<file path="src/rtl/bus_acq_pkg.sv">
package bus_acq_pkg;

    typedef enum logic [1:0] {
        ST_IDLE    = 2'd0,
        ST_REQUEST = 2'd1,
        ST_OWN     = 2'd2,
        ST_RELEASE = 2'd3
    } acq_state_e;

    // synchronised input vector layout
    localparam int IDX_ACC   = 0;
    localparam int IDX_GNT   = 1;
    localparam int IDX_STRB  = 2;
    localparam int IDX_SEL   = 3;
    localparam int IDX_LOCK  = 4;
    localparam int IN_W      = 5;

    // idle level of each input: active-low lines high, lock data low
    localparam logic [IN_W-1:0] IN_IDLE = 5'b01111;

endpackage

</file>
<file path="src/rtl/bus_acq_sync.sv">
module bus_acq_sync #(
    parameter int               WIDTH   = 1,
    parameter int               STAGES  = 2,
    parameter logic [WIDTH-1:0] RST_VAL = '0
) (
    input  logic             clk,
    input  logic             rst,
    input  logic [WIDTH-1:0] d,
    output logic [WIDTH-1:0] q
);

    logic [STAGES-1:0][WIDTH-1:0] chain;

    always_ff @(posedge clk) begin
        if (rst) begin
            for (int i = 0; i < STAGES; i++) begin
                chain[i] <= RST_VAL;
            end
        end else begin
            chain[0] <= d;
            for (int i = 1; i < STAGES; i++) begin
                chain[i] <= chain[i-1];
            end
        end
    end

    assign q = chain[STAGES-1];

endmodule

</file>
<file path="src/rtl/bus_acq_lock.sv">
module bus_acq_lock (
    input  logic clk,
    input  logic rst,
    input  logic sel_act,
    input  logic lock_bit,
    output logic lock_q
);

    // status select samples the lock bit; otherwise the lock is held
    always_ff @(posedge clk) begin
        if (rst) begin
            lock_q <= 1'b0;
        end else if (sel_act) begin
            lock_q <= lock_bit;
        end
    end

endmodule

</file>
<file path="src/rtl/bus_acq_fsm.sv">
module bus_acq_fsm
    import bus_acq_pkg::*;
(
    input  logic       clk,
    input  logic       rst,
    input  logic       acc_act,
    input  logic       grant_act,
    input  logic       strb_act,
    input  logic       lock_q,
    output acq_state_e state_q,
    output logic       arb_req_n,
    output logic       bus_own_n
);

    acq_state_e state_d;

    always_comb begin
        state_d = state_q;
        unique case (state_q)
            ST_IDLE:    if (acc_act)               state_d = ST_REQUEST;
            ST_REQUEST: if (grant_act)             state_d = ST_OWN;
            ST_OWN:     if (strb_act && !lock_q)   state_d = ST_RELEASE;
            ST_RELEASE: if (!strb_act)             state_d = ST_IDLE;
            default:                               state_d = ST_IDLE;
        endcase
    end

    always_ff @(posedge clk) begin
        if (rst) begin
            state_q <= ST_IDLE;
        end else begin
            state_q <= state_d;
        end
    end

    // output decode
    always_comb begin
        arb_req_n = 1'b1;
        bus_own_n = 1'b1;
        unique case (state_q)
            ST_IDLE:    ;
            ST_REQUEST: arb_req_n = 1'b0;
            ST_OWN:     bus_own_n = 1'b0;
            ST_RELEASE: bus_own_n = 1'b0;
            default:    ;
        endcase
    end

endmodule

</file>
<file path="src/rtl/bus_acquirer.sv">
module bus_acquirer
    import bus_acq_pkg::*;
#(
    parameter int SYNC_STAGES = 2
) (
    input  logic clk,
    input  logic rst,
    input  logic acc_req_n,
    input  logic arb_grant_n,
    input  logic addr_strb_n,
    input  logic stat_sel_n,
    input  logic lock_din,
    output logic arb_req_n,
    output logic bus_own_n
);

    logic [IN_W-1:0] pins;
    logic [IN_W-1:0] pins_s;
    logic            lock_q;
    logic            strb_s;
    acq_state_e      state_q;

    always_comb begin
        pins           = '0;
        pins[IDX_ACC]  = acc_req_n;
        pins[IDX_GNT]  = arb_grant_n;
        pins[IDX_STRB] = addr_strb_n;
        pins[IDX_SEL]  = stat_sel_n;
        pins[IDX_LOCK] = lock_din;
    end

    bus_acq_sync #(
        .WIDTH  (IN_W),
        .STAGES (SYNC_STAGES),
        .RST_VAL(IN_IDLE)
    ) u_sync (
        .clk(clk),
        .rst(rst),
        .d  (pins),
        .q  (pins_s)
    );

    assign strb_s = pins_s[IDX_STRB];

    bus_acq_lock u_lock (
        .clk     (clk),
        .rst     (rst),
        .sel_act (!pins_s[IDX_SEL]),
        .lock_bit(pins_s[IDX_LOCK]),
        .lock_q  (lock_q)
    );

    bus_acq_fsm u_fsm (
        .clk      (clk),
        .rst      (rst),
        .acc_act  (!pins_s[IDX_ACC]),
        .grant_act(!pins_s[IDX_GNT]),
        .strb_act (!strb_s),
        .lock_q   (lock_q),
        .state_q  (state_q),
        .arb_req_n(arb_req_n),
        .bus_own_n(bus_own_n)
    );

endmodule

</file>
<file path="config.mk">
export PLATFORM = sky130hd
export DESIGN_NAME = bus_acquirer
export DESIGN_NICKNAME = d
export VERILOG_FILES = /design/src/rtl/bus_acq_pkg.sv /design/src/rtl/bus_acq_sync.sv /design/src/rtl/bus_acq_lock.sv /design/src/rtl/bus_acq_fsm.sv /design/src/rtl/bus_acquirer.sv
export SDC_FILE = /design/constraint.sdc
export NUM_CORES = 1
export LEC_CHECK = 0
export BUFFER_PORTS_ARGS = -buffer_cell sky130_fd_sc_hd__buf_2
export CAP_MARGIN = 10
export CELL_PAD_IN_SITES_DETAIL_PLACEMENT = 0
export CELL_PAD_IN_SITES_GLOBAL_PLACEMENT = 1
export CORE_AREA = 2 2 39 41
export CTS_CLUSTER_SIZE = 16
export DETAILED_ROUTE_END_ITERATION = 8
export DIE_AREA = 0 0 41 43
export PLACE_DENSITY = 0.74
export SYNTH_ARGS = -nofsm -noshare
export SYNTH_HDL_FRONTEND = slang
export SYNTH_SLANG_ARGS = --single-unit
export TNS_END_PERCENT = 30
</file>
<file path="constraint.sdc">
create_clock -name clk -period 2 [get_ports clk]
set_input_delay 0 -clock clk [delete_from_list [all_inputs] [get_ports clk]]
set_output_delay 0 -clock clk [all_outputs]
set_load 0.01 [all_outputs]
</file>
==> impl_metrics.csv, run 1 <==
group,metric,value,unit
power_and_ir_drop,power,612.1,uW
logic_synthesis,ys_warn_count,0,
drt,ant_nets,0,
drt,vias,338,
power_and_ir_drop,p_leak,0.2802,nW
clock_tree,cts_tree,"done",
grt,grt_overflow,0,
grt,grt_pass1_vias,297,
timing,fin_crit,1.326,ns
final_layout,diodes,0,
die,core_region_area,1384,sq um
timing,finalSetupTns,0,ns
drt,drt_first_pass_iters,2,
grt,grt_max_degree,14,
timing,slew_headroom,85.80,%
drt,drc,0,
timing,rsz0062_at_grt,"false",
grt,grt_pass1_wl,1145,um
setup_path,worstSetupEndpointType,"flop",
clock_tree,worstSkewPairLatency,0.27,ns
clock_tree,numCtsBuffers,3,
timing,fmax,754.1,MHz
die,num_io_pins,9,
clock_tree,htreeDepth,1,
clock_tree,cts_resized,0,
drt,vias_per_cell,4.447,
logic_synthesis,synth_nets,56,
timing,skew,0.004728,ns
grt,antenna_found_initial,0,
logic_synthesis,synth_cells,44,
power_and_ir_drop,irDropWorstVdd,0.4238,mV
drt,drt_iter0_markers,2,
final_layout,drive_above_1_share,36.67,%
grt,track_usage,10.73,%
drt,drt-wirelength-per-cell,9.855,um
place,gp_congestion,0.6731,
logic_synthesis,ys_types,18,
die,num_rows,14,
logic_synthesis,ys_ff_latch,13,
setup_path,crit_chain,"inv_1 -> ha_1 -> a22oi_2 -> and4bb_1 -> nor3_2",
clock_tree,root_buffer,"clkbuf_4",
setup_path,crit_type,"reg2reg",
timing,worst_pin_slew,0.2116,ns
power_and_ir_drop,power_per_cell_area,968.7,nW/um^2
timing,hold_viol,0,
timing,setup_viol,0,
die,die_h,43,um
drt,wirelength,749,um
setup_path,critPathLaunchType,"flop",
logic_synthesis,synth.avg_cell_area,11.35,sq um
final_layout,utilization,45.66,%
setup_path,cp_max_fo,4,
die,initial_core_util,36.08,%
place,port_buffers,8,
setup_path,crit_arrival,1.49,ns
timing,fin_crit_sh,66.30,%
place,dp_hpwl,482.2,um
setup_path,slowest_stage,"dfxtp_1",
die,die_x,41,um
clock_tree,ctsLongestPathBuffers,2,
die,fp.dieArea,1763,sq um
setup_path,crit_buf_inv,1,
clock_tree,clock-sinks,13,
clock_tree,clkTransAtPathRegs,0.08,ns
run,cap_violations,0,
setup_path,slowest_delay,0.40,ns
run_status,status,"completed",
logic_synthesis,syn_area,499.2,sq um
setup_path,required,2.17,ns
final_layout,area_growth,26.57,%
min_path,hold_class,"in2reg",
final_layout,fin_nets,73,
logic_synthesis,synth_seq_area_share,52.13,%
setup_path,cp_top_family,"flip-flops",
timing,drv_slew,0,
## state kept, by name (all words and copies together) (netlist names)
signal / flops
u_fsm.state_q: 2
u_lock.lock_q: 1
u_sync.q: 5
u_sync.chain: 5
## synthesized netlist by cell type, drive strengths merged
library cell | instances | share of area (%)
a21oi | 1 | 1.0
a22oi | 1 | 2.5
a31o | 1 | 1.8
a31oi | 1 | 1.3
and2b | 1 | 1.5
and4bb | 1 | 2.5
clkbuf | 1 | 0.75
dfxtp | 13 | 52
ha | 5 | 13
inv | 3 | 2.3
mux2i | 1 | 2.0
nand2b | 1 | 2.8
nand4 | 1 | 1.3
nor2 | 2 | 1.5
nor2b | 1 | 1.3
nor3 | 1 | 2.0
o21ai | 1 | 1.0
or2 | 8 | 10
## stage by stage
step	setup slack, ns	instance area, sq um	hold slack (ns)	cells
final	0.6740	631.9	0.02215	76
after global routing	0.6020	631.9	0.05691	76
after CTS	0.6527	631.9	0.03529	76
after detailed placement	0.6892	555.5	0.1866	67
after global placement	0.7004	555.5	0.1823	67
after floorplan	0.7967	499.2	0.07161	44
## kinds of logic (layout without fill, tap and decap cells)
group	after synthesis	count (layout)	share of synthesized area, %
and+or+nand+nor	16	16	22.81
DFF	13	13	52.13
adders and majority gates	5	5	12.53
AOI/OAI and AO/OA	5	5	7.518
buffers and inverters	4	20	3.007
muxes	1	1	2.005
## path summary, 6_finish.rpt
check	from	endpoint	slack [ns]	cells past startpoint
max	u_fsm.state_q[0]	u_fsm.state_q[0]	0.67	5
min	rst	u_fsm.state_q[0]	0.02	2
max reg2reg	u_fsm.state_q[0]	u_fsm.state_q[0]	0.67	5
min reg2reg	u_sync.chain[1]	u_sync.q[1]	0.41	1
## per-layer routing
layer	global-route usage, %	wire length (um)	vias up
met4	10.00	14	0
met1	10.89	339	151
met2	15.31	367	7
met5	0	0	-
li1	-	-	178
met3	4.712	28	2
## power breakdown
part           switching (mW)  total, mW  internal, mW  leakage (nW)
sequential             0.0153      0.296         0.281         0.107
clock                  0.0798      0.157        0.0772        0.0150
combinational          0.0797      0.159        0.0790         0.158
## layout make-up
cell class                 count  area (sq um)
fill                         144         752.0
sequential                    13         260.3
multi-input combinational     27         224.0
timing repair buffer          13         90.09
clock buffer                   4         26.28
tap                           16         20.02
inverter                       3         11.26
## repair_timing
item / 4_1_cts / 5_1_grt
buffers inserted: 0 / 0
setup endpoints to repair: 0 / 0
endpoints found under the hold margin: 5 / 0
hold buffers: 5 / 0
## cells in the final DEF (no fill, tap or decap)
cell type and n:
a22oi_2 1, buf_2 8, and4bb_1 1, dfxtp_1 13, o21ai_1 1, nor2_1 2
clkbuf_1 1, mux2i_1 1, nand2b_4 1, a31oi_1 1, ha_1 5, a21oi_1 1
nand4_1 1, nor2b_1 1, nor3_2 1, a31o_1 1, and2b_1 1, clkbuf_4 3
or2_2 8, dlygate4sd3_1 5, inv_1 3
## worst reg2reg max path, cell delays in order (launching register included)
cell and delay [ns]:
dfxtp_1 0.40, inv_1 0.10, ha_1 0.22, a22oi_2 0.21, and4bb_1 0.24, nor3_2 0.05
Note: power is estimated with default switching activity, not from simulation.
==> run 2, diff against run 1 <==
CORE_AREA = default   (was 2 2 39 41)
CORE_MARGIN = 2   (was default)
CORE_UTILIZATION = 35   (was default)
DIE_AREA = default   (was 0 0 41 43)
PLACE_DENSITY = 0.72   (was 0.74)
clock period = 1.2 ns   (was 2 ns; I/O delays follow)
==> run 2 against run 1 <==
First-iteration DRC count fell by 50%. Sequential power rose by 67%. Via count rose by 3.0%. Combinational power rose by 130%. Hold slack improved by 0.015 ns. Final cell count rose by 3.9%. Clock power rose by 58%. Utilization rose by 7.0 points. Largest power group unchanged. Worst setup slack got worse by 0.64 ns. Clock-buffer cell count did not move.
==> impl_metrics.csv, run 2 (synthesis gave the netlist of run 1 again) <==
group,metric,value,unit
grt,grt_pass1_vias,356,
drt,drc,0,
setup_path,cp_max_fo,4,
setup_path,crit_type,"reg2reg",
grt,track_usage,9.622,%
power_and_ir_drop,irDropWorstVdd,0.9086,mV
final_layout,diodes,0,
timing,fin_crit,1.163,ns
run_status,status,"completed",
place,dp_hpwl,538.1,um
place,place_inst,70,
min_path,hold_class,"in2reg",
timing,hold_viol,0,
drt,ant_nets,0,
final_layout,fin_nets,77,
die,num_rows,13,
timing,skew,0.002274,ns
drt,wirelength,729,um
timing,slew_headroom,86.38,%
run,cap_violations,0,
clock_tree,ctsLongestPathBuffers,2,
setup_path,crit_arrival,1.31,ns
power_and_ir_drop,power,1.113,mW
setup_path,worstSetupEndpointType,"flop",
grt,grt_max_degree,14,
clock_tree,clkTransAtPathRegs,0.07,ns
clock_tree,post_cts_buffers,0,
timing,finalSetupTns,0,ns
final_layout,final_common_cell,"dfxtp_1",
power_and_ir_drop,p_sw_share,28.03,%
final_layout,instances_no_fill,79,
clock_tree,worstSkewPairLatency,0.26,ns
place,gp_congestion,0.7267,
final_layout,utilization,52.61,%
die,die_h,41.77,um
die,num_io_pins,9,
power_and_ir_drop,pwr-share-comb,33.3,%
clock_tree,clock-sinks,13,
place,place_area,584.3,sq um
clock_tree,htreeDepth,1,
final_layout,fill_cells,116,
drt,vias,348,
power_and_ir_drop,p_leak,0.2967,nW
setup_path,critPathLaunchType,"flop",
clock_tree,cts_tree,"done",
drt,vias_per_cell,4.405,
drt,drt-wirelength-per-cell,9.228,um
power_and_ir_drop,power_frac_seq,44.4,%
grt,grt_pass1_wl,1255,um
grt,grt_overflow,0,
timing,setup_viol,0,
die,fp.dieArea,1744,sq um
power_and_ir_drop,power_per_cell_area,1605,nW/um^2
power_and_ir_drop,p_int,800.8,uW
power_and_ir_drop,p_switching,312.0,uW
final_layout,area_growth,38.85,%
die,die_x,41.77,um
timing,drv_slew,0,
drt,drt_first_pass_iters,2,
grt,antenna_found_initial,0,
final_layout,drive_above_1_share,53.13,%
final_layout,design_area,693.2,sq um
die,core_region_area,1318,sq um
clock_tree,numCtsBuffers,3,
setup_path,required,1.35,ns
place,port_buffers,8,
final_layout,final_cell_mix,"dfxtp_1, or2_2, buf_2, dlygate4sd3_1, buf_4",
timing,fin_crit_sh,96.91,%
power_and_ir_drop,clkPwrFrac,22.3,%
timing,worst_pin_slew,0.2029,ns
timing,fmax,859.9,MHz
timing,rsz0062_at_grt,"false",
clock_tree,root_buffer,"clkbuf_4",
drt,drt_iter0_markers,1,
die,initial_core_util,37.89,%
-- run 2: cell count changes in the layout (fill, tap and decap cells not counted), sizes merged --
cell / before / now
buf: 8 / 12
-- run 2: cell type report --
type                            instances  area, sq um  area share, %
Inverter                                3        11.26          1.625
Multi-Input combinational cell         27        254.0          36.64
Sequential cell                        13        262.8          37.91
Tap cell                               15        18.77          2.708
Clock buffer                            4        26.28          3.791
Timing Repair Buffer                   17        120.1          17.33
-- run 2: worst max-delay path, stage by stage (launching register included) --
cell and delay, ns:
dfxtp_2 0.33, inv_2 0.05, ha_2 0.18, a22oi_2 0.21
and4bb_1 0.24, nor3_2 0.05
-- run 2: final timing paths --
| kind | startpoint | end | slack (ns) | cells after the start |
|---|---|---|---|---|
| worst max-delay path | u_fsm.state_q[1] | u_fsm.state_q[0] | 0.04 | 5 |
| worst min-delay path | rst | u_fsm.state_q[0] | 0.04 | 2 |
| worst max register to register | u_fsm.state_q[1] | u_fsm.state_q[0] | 0.04 | 5 |
| worst min register to register | u_sync.chain[1] | u_sync.q[1] | 0.41 | 1 |
-- run 2: power by group through the flow --
stage / Combinational (mW) / Clock, mW / Sequential, mW
CTS: 0.338 / 0.265 / 0.491
floorplan: 0.190 / 0 / 0.497
global placement: 0.312 / 0 / 0.495
global route: 0.408 / 0.293 / 0.500
detailed placement: 0.321 / 0 / 0.496
finish: 0.371 / 0.248 / 0.495
-- run 2: per-layer routing --
layer | up-vias | routed length, um | GRT usage, %
met5 | - | 0 | 0
met4 | 0 | 0 | 7.742
met3 | 0 | 30 | 2.609
met2 | 8 | 371 | 17.19
met1 | 155 | 326 | 9.019
li1 | 185 | - | -
-- run 2: stage by stage --
step           setup WS [ns]  hold WS (ns)
3_5_place_dp        -0.03824        0.1853
3_3_place_gp       -0.004591        0.1831
4_1_cts              0.01227       0.03799
5_1_grt            0.0008263       0.04049
2_1_floorplan       0.001172       0.07161
6_report             0.03702       0.03756
-- run 2: timing repair --
item / CTS / global route
hold buffers: 5 / 0
pin swaps: 2 / 2
endpoints found under the hold margin: 5 / 0
resized for setup: 4 / 6
endpoints found under the setup margin: 2 / 3
==> run 3, diff against run 2 <==
HOLD_SLACK_MARGIN = 0.15   (was default)
PLACE_DENSITY = default   (was 0.72)
PLACE_DENSITY_LB_ADDON = 0.08   (was default)
==> run 3 against run 2 <==
The run now ends with setup timing left. Combinational power increased by 3%. Critical endpoint unchanged. Utilization up 2.0 points. Clock skew fell by 0.00070 ns. Hold slack gained 0.0035 ns. Routed wire length is 11% higher. Fmax down 3.9%.
==> impl_metrics.csv, run 3 (synthesis gave the netlist of run 1 again) <==
group,metric,value,unit
run_status,status,"finished, violations left",
run_status,violations,"setup timing",
timing,rsz0062_at_grt,"true",
setup_path,crit_type,"reg2reg",
final_layout,multiInputGateArea,260.3,sq um
final_layout,diodes,0,
drt,wirelength,811,um
timing,layout_setup_ws,-0.009866,ns
timing,setup_viol,1,
clock_tree,clkTransAtPathRegs,0.06,ns
place,place_area,576.8,sq um
power_and_ir_drop,clkPwrFrac,21.1,%
final_layout,final_cell_mix,"dfxtp_1, or2_2, buf_2, dlygate4sd3_1",
clock_tree,cts_tree,"done",
final_layout,drive_above_1_share,53.85,%
die,initial_core_util,37.89,%
grt,track_usage,10.88,%
final_layout,instances_no_fill,80,
min_path,hold_depth,2,
power_and_ir_drop,irDropWorstVdd,0.9016,mV
final_layout,area_growth,44.11,%
timing,drv_slew,0,
power_and_ir_drop,p_leak,0.3046,nW
timing,skew,0.001575,ns
timing,fmax,826.5,MHz
clock_tree,clock-sinks,13,
timing,fin_crit,1.210,ns
clock_tree,worstSkewPairLatency,0.26,ns
timing,hold_viol,0,
power_and_ir_drop,power_frac_seq,45.4,%
drt,vias_per_cell,4.350,
die,num_rows,13,
setup_path,cp_max_fo,4,
setup_path,r2r-end,"u_fsm.state_q[0]",
grt,grt_overflow,0,
clock_tree,ctsLongestPathBuffers,2,
power_and_ir_drop,p_switching,328.4,uW
min_path,min_from,"rst",
timing,finalSetupTns,-0.009866,ns
min_path,hold_path_end,"u_fsm.state_q[1]",
clock_tree,root_buffer,"clkbuf_4",
grt,grt_max_degree,14,
clock_tree,numCtsBuffers,3,
place,dp_hpwl,573.6,um
clock_tree,ctsHoldBuffers,7,
setup_path,worstSetupEndpointType,"flop",
final_layout,fin_nets,78,
timing,slew_headroom,84.89,%
grt,grt_pass1_vias,380,
drt,vias,348,
drt,drt_first_pass_iters,2,
final_layout,utilization,54.61,%
final_layout,final_common_cell,"dfxtp_1",
final_layout,fill_cells,120,
place,gp_congestion,0.6894,
setup_path,crit_arrival,1.35,ns
setup_path,worstReg2RegStart,"u_fsm.state_q[1]",
grt,grt_pass1_wl,1469,um
setup_path,rr_worst_depth,5,
die,fp.dieArea,1744,sq um
drt,drt_iter0_markers,6,
clock_tree,post_cts_buffers,0,
power_and_ir_drop,power_per_cell_area,1587,nW/um^2
setup_path,cp-startpoint,"u_fsm.state_q[1]",
clock_tree,htreeDepth,1,
setup_path,critPathLaunchType,"flop",
final_layout,design_area,719.4,sq um
min_path,hold_class,"in2reg",
final_layout,ff_latch_area,265.3,sq um
die,die_x,41.77,um
place,port_buffers,8,
run,cap_violations,0,
setup_path,r2r_slack,-0.01,ns
grt,antenna_found_initial,0,
die,die_h,41.77,um
timing,fin_crit_sh,100.8,%
setup_path,required,1.34,ns
timing,worst_pin_slew,0.2267,ns
drt,drc,0,
die,num_io_pins,9,
power_and_ir_drop,p_int,813.2,uW
power_and_ir_drop,p_sw_share,28.77,%
drt,ant_nets,0,
power_and_ir_drop,pwr-share-comb,33.5,%
place,place_inst,69,
die,core_region_area,1318,sq um
drt,drt-wirelength-per-cell,10.14,um
==> run 3: cell count changes in the layout (fill, tap and decap cells not counted), sizes merged <==
cell / previous run / this run
dlygate4sd3: 5 / 7
buf: 12 / 11
==> run 3: through the flow <==
step	total power [mW]	hold WS [ns]	setup WS [ns]
final	1.142	0.04103	-0.009866
after global routing	1.228	0.05397	-0.03903
after CTS	1.146	0.04304	-0.002010
after detailed placement	0.8069	0.1855	-0.1403
after global placement	0.7804	0.1826	-0.01269
after floorplan	0.6867	0.07161	0.001172
==> run 3: worst max path at each step <==
stage,to,slack (ns),cells after the start
after floorplan,u_fsm.state_q[0],0.001,5
after global placement,u_fsm.state_q[0],-0.01,5
after detailed placement,u_fsm.state_q[0],-0.14,5
after CTS,u_fsm.state_q[0],-0.002,5
after global routing,u_fsm.state_q[0],-0.04,5
final,u_fsm.state_q[0],-0.01,5
==> run 3: worst max-delay path, stage by stage (launching register included) <==
cell and delay, ns:
dfxtp_2 0.36, inv_4 0.06, ha_4 0.15, a22oi_2 0.22
and4bb_1 0.26, nor3_2 0.05
==> run 3: cell type report <==
cell class                 instances  share of cell area [%]
clock buffer                       4                   3.652
inverter                           3                   2.261
multi-input combinational         27                   36.17
sequential                        13                   36.87
tap                               15                   2.609
timing repair buffer              18                   18.43
==> run 3: repair_timing <==
| action | CTS | global route |
|---|---|---|
| endpoints found under the hold margin | 13 | 11 |
| gates resized for setup | 13 | 2 |
| setup endpoints to repair | 3 | 3 |
| pin swaps | 4 | 0 |
==> run 3: per-layer routing <==
metal / wire length [um] / GRT usage, % / up-vias
met5: 0 / 0 / -
met4: 0 / 1.935 / 0
met3: 33 / 4.348 / 0
met2: 410 / 20.63 / 8
met1: 367 / 11.14 / 154
li1: - / - / 186
==> run 3: power by group through the flow <==
| stage | combinational [mW] | sequential [mW] | clock, mW |
|---|---|---|---|
| floorplan | 0.190 | 0.497 | 0 |
| detailed placement | 0.306 | 0.501 | 0 |
| finish | 0.382 | 0.518 | 0.241 |
| global route | 0.423 | 0.522 | 0.282 |
| CTS | 0.375 | 0.516 | 0.254 |
| global placement | 0.283 | 0.498 | 0 |
